`src/rtl/fpg_pkg.sv`:
```
package fpg_pkg;

    localparam int unsigned FPG_PTR_W      = 4;
    localparam int unsigned FPG_OFS_W      = 5;
    localparam int unsigned FPG_DEPTH      = 1 << FPG_PTR_W;
    localparam int unsigned FPG_ADDR_W     = FPG_PTR_W + FPG_OFS_W;
    localparam int unsigned FPG_LEAD_LIMIT = 14;
    localparam int unsigned FPG_RESET_LEAD = 8;

    typedef struct packed {
        logic [FPG_PTR_W-1:0] wr_ptr;
        logic [FPG_PTR_W-1:0] rd_ptr;
        logic                 ovf;
        logic [FPG_DEPTH-1:0] marks;
    } fpg_state_t;

endpackage

```
`src/rtl/fpg_lead_calc.sv`:
```
module fpg_lead_calc
    import fpg_pkg::*;
(
    input  logic [FPG_PTR_W-1:0] wr_ptr_i,
    input  logic [FPG_PTR_W-1:0] rd_ptr_i,
    input  logic                 wr_stb_i,
    input  logic                 rd_stb_i,
    output logic [FPG_PTR_W-1:0] wr_next_o,
    output logic [FPG_PTR_W-1:0] rd_next_o,
    output logic                 reload_o
);

    localparam logic [FPG_PTR_W-1:0] LIMIT_V = FPG_PTR_W'(FPG_LEAD_LIMIT);

    logic [FPG_PTR_W-1:0] wr_inc;
    logic [FPG_PTR_W-1:0] rd_inc;
    logic [FPG_PTR_W-1:0] lead;

    always_comb begin
        // Both advances first, then the distance test on the advanced pair.
        wr_inc    = wr_ptr_i + {{(FPG_PTR_W-1){1'b0}}, wr_stb_i};
        rd_inc    = rd_ptr_i + {{(FPG_PTR_W-1){1'b0}}, rd_stb_i};
        lead      = wr_inc - rd_inc;
        reload_o  = (lead > LIMIT_V);
        wr_next_o = reload_o ? rd_inc : wr_inc;
        rd_next_o = rd_inc;
    end

endmodule

```
`src/rtl/fpg_valid_map.sv`:
```
module fpg_valid_map
    import fpg_pkg::*;
(
    input  logic [FPG_DEPTH-1:0] marks_i,
    input  logic [FPG_PTR_W-1:0] wr_ptr_i,
    input  logic [FPG_PTR_W-1:0] rd_ptr_i,
    input  logic                 wr_stb_i,
    input  logic                 rd_stb_i,
    input  logic                 reload_i,
    output logic [FPG_DEPTH-1:0] marks_o,
    output logic                 rd_hit_o
);

    for (genvar g = 0; g < FPG_DEPTH; g++) begin : g_slot
        logic set_s;
        logic clr_s;
        always_comb begin
            set_s = wr_stb_i && (wr_ptr_i == FPG_PTR_W'(g));
            clr_s = rd_stb_i && (rd_ptr_i == FPG_PTR_W'(g));
            // Priority: reload wipes, then read consumption, then write fill.
            if (reload_i)   marks_o[g] = 1'b0;
            else if (clr_s) marks_o[g] = 1'b0;
            else if (set_s) marks_o[g] = 1'b1;
            else            marks_o[g] = marks_i[g];
        end
    end

    assign rd_hit_o = marks_i[rd_ptr_i];

endmodule

```
`src/rtl/frame_ptr_guard.sv`:
```
module frame_ptr_guard
    import fpg_pkg::*;
(
    input  logic                  clk,
    input  logic                  rst_n,
    input  logic                  wr_frame_i,
    input  logic                  rd_frame_i,
    input  logic [FPG_OFS_W-1:0]  wr_ofs_i,
    input  logic [FPG_OFS_W-1:0]  rd_ofs_i,
    output logic [FPG_PTR_W-1:0]  wr_ptr_o,
    output logic [FPG_PTR_W-1:0]  rd_ptr_o,
    output logic [FPG_ADDR_W-1:0] wr_addr_o,
    output logic [FPG_ADDR_W-1:0] rd_addr_o,
    output logic                  ovf_o,
    output logic                  rd_valid_o
);

    localparam logic [FPG_PTR_W-1:0] RST_WR = FPG_PTR_W'(FPG_RESET_LEAD);
    localparam logic [FPG_PTR_W-1:0] LIMIT_V = FPG_PTR_W'(FPG_LEAD_LIMIT);

    fpg_state_t state_d;
    fpg_state_t state_q;

    logic [FPG_PTR_W-1:0] wr_next;
    logic [FPG_PTR_W-1:0] rd_next;
    logic                 reload;
    logic [FPG_DEPTH-1:0] marks_next;
    logic                 rd_hit;

    fpg_lead_calc u_lead (
        .wr_ptr_i (state_q.wr_ptr),
        .rd_ptr_i (state_q.rd_ptr),
        .wr_stb_i (wr_frame_i),
        .rd_stb_i (rd_frame_i),
        .wr_next_o(wr_next),
        .rd_next_o(rd_next),
        .reload_o (reload)
    );

    fpg_valid_map u_map (
        .marks_i (state_q.marks),
        .wr_ptr_i(state_q.wr_ptr),
        .rd_ptr_i(state_q.rd_ptr),
        .wr_stb_i(wr_frame_i),
        .rd_stb_i(rd_frame_i),
        .reload_i(reload),
        .marks_o (marks_next),
        .rd_hit_o(rd_hit)
    );

    always_comb begin
        state_d        = state_q;
        state_d.wr_ptr = wr_next;
        state_d.rd_ptr = rd_next;
        state_d.marks  = marks_next;
        if (reload)
            state_d.ovf = 1'b1;
        else if (wr_frame_i)
            state_d.ovf = 1'b0;
    end

    always_ff @(posedge clk) begin
        if (!rst_n) begin
            state_q.wr_ptr <= RST_WR;
            state_q.rd_ptr <= '0;
            state_q.ovf    <= 1'b0;
            state_q.marks  <= '0;
        end else begin
            state_q <= state_d;
        end
    end

    assign wr_ptr_o   = state_q.wr_ptr;
    assign rd_ptr_o   = state_q.rd_ptr;
    assign wr_addr_o  = {state_q.wr_ptr, wr_ofs_i};
    assign rd_addr_o  = {state_q.rd_ptr, rd_ofs_i};
    assign ovf_o      = state_q.ovf;
    assign rd_valid_o = rd_hit;

    AST_WR_STEP: assert property (@(posedge clk) disable iff (!rst_n)
        (wr_frame_i && !reload) |=> (wr_ptr_o == $past(wr_ptr_o) + 1'b1));
    AST_RD_STEP: assert property (@(posedge clk) disable iff (!rst_n)
        rd_frame_i |=> (rd_ptr_o == $past(rd_ptr_o) + 1'b1));
    AST_RD_HOLD: assert property (@(posedge clk) disable iff (!rst_n)
        !rd_frame_i |=> $stable(rd_ptr_o));
    AST_LEAD_BOUND: assert property (@(posedge clk) disable iff (!rst_n)
        (FPG_PTR_W'(wr_ptr_o - rd_ptr_o) <= LIMIT_V));
    AST_RELOAD_SNAP: assert property (@(posedge clk) disable iff (!rst_n)
        $rose(ovf_o) |-> (wr_ptr_o == rd_ptr_o));
    AST_OVF_DROP: assert property (@(posedge clk) disable iff (!rst_n)
        (ovf_o && wr_frame_i && !reload) |=> !ovf_o);
    AST_STALE_HIDDEN: assert property (@(posedge clk) disable iff (!rst_n)
        $rose(ovf_o) |-> !rd_valid_o);
    AST_EVEN_STROBES: assert property (@(posedge clk) disable iff (!rst_n)
        (wr_frame_i && rd_frame_i) |-> !reload);

endmodule

```
`config.mk`:
```
export PLATFORM = sky130hd
export DESIGN_NAME = frame_ptr_guard
export DESIGN_NICKNAME = d
export VERILOG_FILES = /design/src/rtl/fpg_pkg.sv /design/src/rtl/fpg_lead_calc.sv /design/src/rtl/fpg_valid_map.sv /design/src/rtl/frame_ptr_guard.sv
export SDC_FILE = /design/constraint.sdc
export NUM_CORES = 1
export LEC_CHECK = 0
export ABC_AREA = 1
export BUFFER_PORTS_ARGS = -buffer_cell sky130_fd_sc_hd__buf_4
export CAP_MARGIN = 5
export CORE_UTILIZATION = 40
export CTS_BUF_LIST = sky130_fd_sc_hd__clkbuf_8
export DETAILED_ROUTE_END_ITERATION = 10
export PLACE_DENSITY = 0.75
export SLEW_MARGIN = 15
export SYNTH_ARGS = -nofsm -noshare
export SYNTH_HDL_FRONTEND = slang
export SYNTH_SLANG_ARGS = --single-unit
```
`constraint.sdc`:
```
create_clock -name clk -period 4.65 [get_ports clk]
set_clock_uncertainty 0.15 [all_clocks]
set_input_delay 0.2325 -clock clk [delete_from_list [all_inputs] [get_ports clk]]
set_output_delay 0.2325 -clock clk [all_outputs]
set_load 0.01 [all_outputs]
```
==> results of run 1 <==
[path summary, 6_finish.rpt]
| path | from | endpoint | slack (ns) | depth (start not counted) |
|---|---|---|---|---|
| worst max-delay path | wr_ptr_o[0] | wr_ptr_o[1] | 1.75 | 13 |
| worst min register to register | ovf_o | ovf_o | 0.35 | 2 |
| worst max register to register | wr_ptr_o[0] | wr_ptr_o[1] | 1.75 | 13 |
| worst min-delay path | rst_n | wr_ptr_o[2] | 0.08 | 3 |
[worst max-delay path, delay by kind of cell, from the launching register on]
kind,cells,cell delay (ns)
adder cells (fa/ha/maj),3,0.79
buffers and inverters,3,0.18
flip-flops,1,0.37
XOR/XNOR,1,0.22
AND/OR/NAND/NOR,6,1.11
[per-stage QoR]
stage / hold WS, ns / instance area (um2) / util (%) / total power [mW]
after floorplan: 0.199 / 1670 / - / 0.630
after global placement: 0.315 / 1650 / 41.1 / 0.678
after detailed placement: 0.315 / 1650 / 41.1 / 0.683
after CTS: 0.0823 / 1690 / 42.3 / 0.811
after global routing: 0.0709 / 1690 / 42.3 / 0.877
final: 0.0846 / 1690 / 42.3 / 0.809
[routing by layer]
metal	track usage, %	routed length, um	vias up
li1	-	-	704
met1	23.9	1640	640
met2	28.3	1580	61
met3	2.05	259	5
met4	5.32	27	0
met5	0	0	-
[placed cells by master (no fill, tap or decap)]
| cell type | n |
|---|---|
| sky130_fd_sc_hd__xnor2_1 | 1 |
| sky130_fd_sc_hd__o21ai_0 | 1 |
| sky130_fd_sc_hd__nand2_1 | 40 |
| sky130_fd_sc_hd__nor2_2 | 8 |
| sky130_fd_sc_hd__nand3_1 | 3 |
| sky130_fd_sc_hd__o22ai_1 | 13 |
| sky130_fd_sc_hd__dfxtp_1 | 25 |
| sky130_fd_sc_hd__nor4_1 | 1 |
| sky130_fd_sc_hd__buf_4 | 21 |
| sky130_fd_sc_hd__fa_1 | 1 |
| sky130_fd_sc_hd__nand2_2 | 6 |
| sky130_fd_sc_hd__inv_2 | 1 |
| sky130_fd_sc_hd__a22oi_1 | 8 |
| sky130_fd_sc_hd__xor2_1 | 1 |
| sky130_fd_sc_hd__nand4_1 | 5 |
| sky130_fd_sc_hd__a31oi_1 | 3 |
| sky130_fd_sc_hd__inv_1 | 26 |
| sky130_fd_sc_hd__ha_1 | 7 |
| sky130_fd_sc_hd__nor2_1 | 36 |
| sky130_fd_sc_hd__nand2_4 | 1 |
| sky130_fd_sc_hd__nand3_4 | 1 |
| sky130_fd_sc_hd__clkbuf_8 | 3 |
| sky130_fd_sc_hd__nor2_4 | 2 |
| sky130_fd_sc_hd__nand3_2 | 3 |
| sky130_fd_sc_hd__a21oi_1 | 3 |
| sky130_fd_sc_hd__nor3_1 | 3 |
[sequential cells by signal, indices dropped and copies added, names as in the netlist]
| signal | cells |
|---|---|
| state_q | 16 |
| rd_ptr_o | 4 |
| wr_ptr_o | 4 |
| ovf_o | 1 |
[kinds of logic (layout without fill, tap and decap cells)]
kind of cell	Yosys count	after routing	share of synthesized area (%)
DFF	25	25	29.9
xor gates and xnor gates	2	2	1.05
AOI/OAI and AO/OA	28	28	10.8
and+or+nand+nor	109	109	31.2
buffers and inverters	57	51	20.6
adders and majority gates	8	8	6.44
[report_power, final]
part	switching [mW]	internal (mW)	total, mW
clock	0.0673	0.0591	0.126
combinational	0.229	0.152	0.381
sequential	0.0527	0.249	0.301
total	0.349	0.460	0.809
[cell type report]
cell class / count / area, um2 / share of cell area [%]
clock buffers: 3 / 41.3 / 2.44
clock inverters: 1 / 3.75 / 0.222
inverters: 26 / 97.6 / 5.77
multi-input cells: 147 / 827 / 48.9
flip-flops and latches: 25 / 500 / 29.6
well taps: 50 / 62.6 / 3.70
repair buffers: 21 / 158 / 9.33
==> reports/summary.md, run 1 <==
The run finished with clean final reports. The run gives 0 as the count of final setup violators. The actual transition at the worst max-transition pin was 0.515 ns. The cell count after synthesis came out at 229. The total die area was 0.00444 mm2; the total DRC errors in the routed layout was 0. On the worst path, the slowest cell contributes a delay of 0.45 ns. Buffers inserted during clock tree synthesis total 3.

Average vias per placed instance: 5.16. The tools report the warning count from the yosys run as 0. Global routing used 17.5% of the available tracks across all layers.

The floorplan step defined a core boundary enclosing 0.00400 mm2. The final RePlAce weighted congestion came out at 0.995. The area growth from synthesis to layout is 1.12%.

The tools report the largest voltage drop on the vdd net as 228 uV. Relative slew slack: 65.4%. The critical path goes through ha_1 > ha_1 > xnor2_1 > inv_1 > ha_1 > inv_1 > nor2_1 > nor4_1 > nand3_4 > nand2_4 > nand2_1 > nand2_1 > inv_1. In this run the mean area of a mapped cell was 7.30 um2. Data arrives at the worst endpoint at 2.92 ns.

After layout, the worst path uses 62.4% of the clock period. The final HPWL from detailed placement was 2650 um. The number of synthesized flops with an enable pin was 0.

In this run the worst hold path is classified as in -> reg. The number of antenna diodes in the final layout is 0. Entering global routing, the biggest net connects 19 pins.

The final max-slew violation count came out at 0. Cells with a size suffix above 1 make up 20.6% of the layout. Of all flip-flops after synthesis, the portion carrying an async set or reset was 0%.

After the flow finishes, the layout carries non-filler instances totaling 273. The routed design has 3500 um of wire. The number of global-route vias before repair is 1271.

The worst setup path is captured at a flip-flop. The longest clock path from root to sink contains 2 buffers. TritonCTS built the clock tree.

Setup repair after global routing left no endpoint under its margin. 42 I/O pins were placed. The total negative slack for setup checks was 0 ns; the max-cap violation count was 0. The kind of launch point of the worst setup path is a flip-flop. The most instantiated library cell after synthesis is sky130_fd_sc_hd__nand2_1. The number of nets handed over by synthesis was 251.

The logs give 1.76 ns for the worst setup timing slack at the placement stage and 23 for the number of rows in the core area. Cell with the largest stage delay on the worst path: sky130_fd_sc_hd__nor4_1. The largest total area in the synthesized netlist belongs to sky130_fd_sc_hd__dfxtp_1. The count of TritonRoute iterations in the first routing pass came out at 4. The highest net fanout along the worst path is 18, and the sink count of the clock tree is 25.

Total of fill cells in the finished design: 403. Clock-pin slew was measured on the worst setup and hold paths at 0.08 ns. The count of H-tree levels built during CTS is 1.

The die outline height works out to 66.6 um. Setup slack closes at 1.75 ns. The worst path needs 2.90 ns of the cycle, external delays included. The logs give 0 for the residual antenna-violating net count after detailed routing and 0.27 ns for the clock latency at the later pin of the worst-skew pair. The run gives 29.9% as the register area share after synthesis. The primary flip-flop cell chosen by synthesis mapping is sky130_fd_sc_hd__dfxtp_1. The total overflow left after global routing is 0. The number of antenna violations at the first check in global routing was 0; the count of buffers inserted at the top-level ports was 21. In the post-synthesis netlist, the biggest area contributors are sky130_fd_sc_hd__dfxtp_1 (30%), sky130_fd_sc_hd__buf_4 (12%), sky130_fd_sc_hd__nand2_1 (9.0%), sky130_fd_sc_hd__nor2_1 (8.1%), sky130_fd_sc_hd__inv_1 (5.6%). The startpoint-to-endpoint class of the critical path is reg -> reg. In this run, distinct cell masters in the synthesized netlist total 29. STA puts the critical path data required time at 4.67 ns.

By count the netlist is led by sky130_fd_sc_hd__nand2_1 (40), sky130_fd_sc_hd__nor2_1 (36), sky130_fd_sc_hd__buf_4 (26). The initial utilization of the core area, before any placement, comes to 41.8%. The count of buffers added by post-CTS timing repair for setup was 0. After synthesis the cells add up to 0.00167 mm2.

For this design the static power due to leakage is 0.803 nW. The via count came out at 1410. The first global-routing pass estimated 5870 um of wire. In this run the biggest area consumer among cell types represents 29.9% of the synthesized area. The average wire length per cell after detail routing was 12.8 um. Register bit count reported by yosys: 25. The number of gates resized after CTS was 0. The width of the die was 66.6 um; the iteration-0 DRC count of the detailed router was 102.

The final hold violation count was 0; the power density normalized to cell area was 479 mW/mm2. The hold buffer count at CTS is 0. For this run, the top clock speed supported by timing is 345 MHz. The root buffer cell chosen for the clock tree is sky130_fd_sc_hd__clkbuf_8. The logs give 269 for the placed instance count and 246 for the number of nets in the final layout.
Note: power is estimated with default switching activity, not from simulation.
==> run 2: changes to the inputs <==
clock period = 2.96 ns   (was 4.65 ns; I/O delays follow)
==> reports/summary.md, run 2 (same netlist as run 1, synthesis figures left out) <==
The run finished with clean final reports. The number of clock buffers added by TritonCTS is 3. The run gives 16 as the pin count of the biggest net entering global routing.

The run gives 0 as the final max-slew violation count. Summing internal, switching and leakage power gives 1.33 mW. The finished layout holds 278 standard cells, fillers aside. Clock tree synthesis found a total of 25 sinks.

The placed instance count is 273. The growth of design area from synthesis to finish is 4.87%, and the residual antenna-violating net count after detailed routing is 0. The pre-antenna-repair detailed-routing pass consisted of 5 iterations.

Across all register-to-register paths, the minimum setup slack is 0.21 ns. Derived from the worst setup path, the maximum achievable clock frequency is 363 MHz. Cells with a size suffix above 1 make up 22.8% of the layout. The final RePlAce weighted congestion came out at 0.968. Once detailed placement completed, the half-perimeter wirelength came to 2630 um. The maximum buffer depth of the clock tree is 2. The final hold violation count was 0.

The endpoint kind of the worst setup timing path was a flip-flop. In the routed layout, each cell is associated on average with a via count of 5.06. The run gives 1 as the count of H-tree levels built during CTS. The most common library cell in the layout ignoring fill and taps was sky130_fd_sc_hd__nand2_1. The number of antenna violations at the first check in global routing was 0. The kind of path behind the tightest hold check is in -> reg. After clock tree synthesis, the clock-pin slew on the worst setup and hold paths is 0.10 ns.

The share of the cycle needed by the critical path after routing was 93.0%. The worst setup path is launched from a flip-flop. The iteration-0 DRC count of the detailed router was 94; the actual transition at the worst max-transition pin was 0.403 ns. In this run the worst path has a maximum fanout of 10. 0 antenna diodes ended up in the layout. The final critical-path required period was 2.75 ns. Input and output buffers added on the ports amount to 21. The tools report the count of final setup violators as 0. TritonCTS built the clock tree.

The run gives 1406 as the via count. In the final design database the tool counted 251 nets. The first-pass GRT wire length was 5750 um; the critical path data arrival time was 2.77 ns. After detailed routing, the average wire length per cell comes to 12.2 um. The number of rows in the core area came out at 23. The startpoint-to-endpoint class of the critical path is reg -> reg. Total DRC errors in the routed layout: 0. In the layout the commonest cells are sky130_fd_sc_hd__nand2_1 (40), sky130_fd_sc_hd__nor2_1 (36), sky130_fd_sc_hd__inv_1 (25), sky130_fd_sc_hd__dfxtp_1 (25), sky130_fd_sc_hd__buf_4 (24).

The boundary pin count was 42; the power density normalized to cell area was 757 mW/mm2. The tightest hold path in the finished design has a slack of 0.0539 ns. The total die area came out at 0.00444 mm2. The core region is 0.00400 mm2.

The register with the most flip-flops in the layout has 16 of them. The total overflow left after global routing is 0. The max-cap violation count is 0, and the die outline height is 66.6 um.

For this block, the routed nets add up to 3390 um of wire. Data on the critical path is required at its endpoint by 2.98 ns. Setup total negative slack on the finished layout was measured at 0 ns. For this configuration, the core starts out at a cell density of 41.8%. The die is 66.6 um wide. Number of global-route vias before repair: 1329.

The static leakage was 0.828 nW. The worst pin sits at a relative slew slack of 73.0%. The largest voltage drop on the vdd net is 301 uV. The clock latency at the later pin of the worst-skew pair was 0.28 ns; the global-route usage over all layers was 16.8%. The clock tree root driver cell was sky130_fd_sc_hd__clkbuf_8. Setup repair after global routing left no endpoint under its margin.

The register with the most flip-flops was state_q.
## run 2: cell types whose count changed in the layout (fill, tap and decap cells not counted), sizes merged
| cell | previous run | this run |
|---|---|---|
| dlygate4sd3 | 0 | 1 |
| buf | 21 | 25 |
| inv | 27 | 26 |
| clkinvlp | 0 | 1 |
## run 2: repair_timing
| item | CTS | global route |
|---|---|---|
| hold buffers | 1 | 0 |
| setup buffers | 0 | 0 |
| endpoints found under the hold margin | 2 | 0 |
| endpoints found under the setup margin | 0 | 9 |
| resized for setup | 0 | 1 |
## run 2: worst paths after layout
| kind | from | endpoint | cells past startpoint |
|---|---|---|---|
| worst max-delay path | wr_ptr_o[0] | state_q[0] | 9 |
| worst min-delay path | wr_frame_i | ovf_o | 4 |
| worst max register to register | wr_ptr_o[0] | state_q[0] | 9 |
| worst min register to register | ovf_o | ovf_o | 2 |
## run 2: worst max-delay path, cell delays in order (launching register included)
cell,delay (ns)
sky130_fd_sc_hd__dfxtp_1,0.37
sky130_fd_sc_hd__ha_1,0.27
sky130_fd_sc_hd__ha_1,0.33
sky130_fd_sc_hd__inv_1,0.07
sky130_fd_sc_hd__fa_1,0.50
sky130_fd_sc_hd__nor4_2,0.39
sky130_fd_sc_hd__nand3_4,0.18
sky130_fd_sc_hd__nand2_4,0.19
sky130_fd_sc_hd__buf_12,0.16
sky130_fd_sc_hd__nor2_1,0.04
## run 2: through the flow
| step | setup slack [ns] | cell area, um2 | utilization [%] |
|---|---|---|---|
| detailed placement | 0.159 | 1690 | 42.2 |
| finish | 0.206 | 1750 | 43.8 |
| CTS | 0.140 | 1750 | 43.7 |
| global placement | 0.238 | 1690 | 42.2 |
| global route | 0.0192 | 1750 | 43.8 |
| floorplan | 0.407 | 1670 | - |
## run 2: final cells by class
cell class	count	area (um2)
clock buffers	3	41.3
fillers	397	2250
flip-flops and latches	25	500
well taps	50	62.6
repair buffers	26	210
inverters	26	97.6
clock inverters	1	7.51
multi-input cells	147	833
## run 2: where the power goes
| part | leakage, nW | internal, mW | switching (mW) |
|---|---|---|---|
| logic | 0.603 | 0.275 | 0.398 |
| clock network | 0.0217 | 0.0956 | 0.118 |
| registers | 0.203 | 0.391 | 0.0503 |
| total | 0.828 | 0.761 | 0.566 |
## run 2: metal layers
layer | vias to the layer above | GRT usage (%) | share of wire, %
met1 | 637 | 22.6 | 48
met4 | 0 | 5.85 | 1.3
li1 | 715 | - | -
met5 | - | 0 | 0
met2 | 50 | 27.4 | 44
met3 | 4 | 1.71 | 6.7
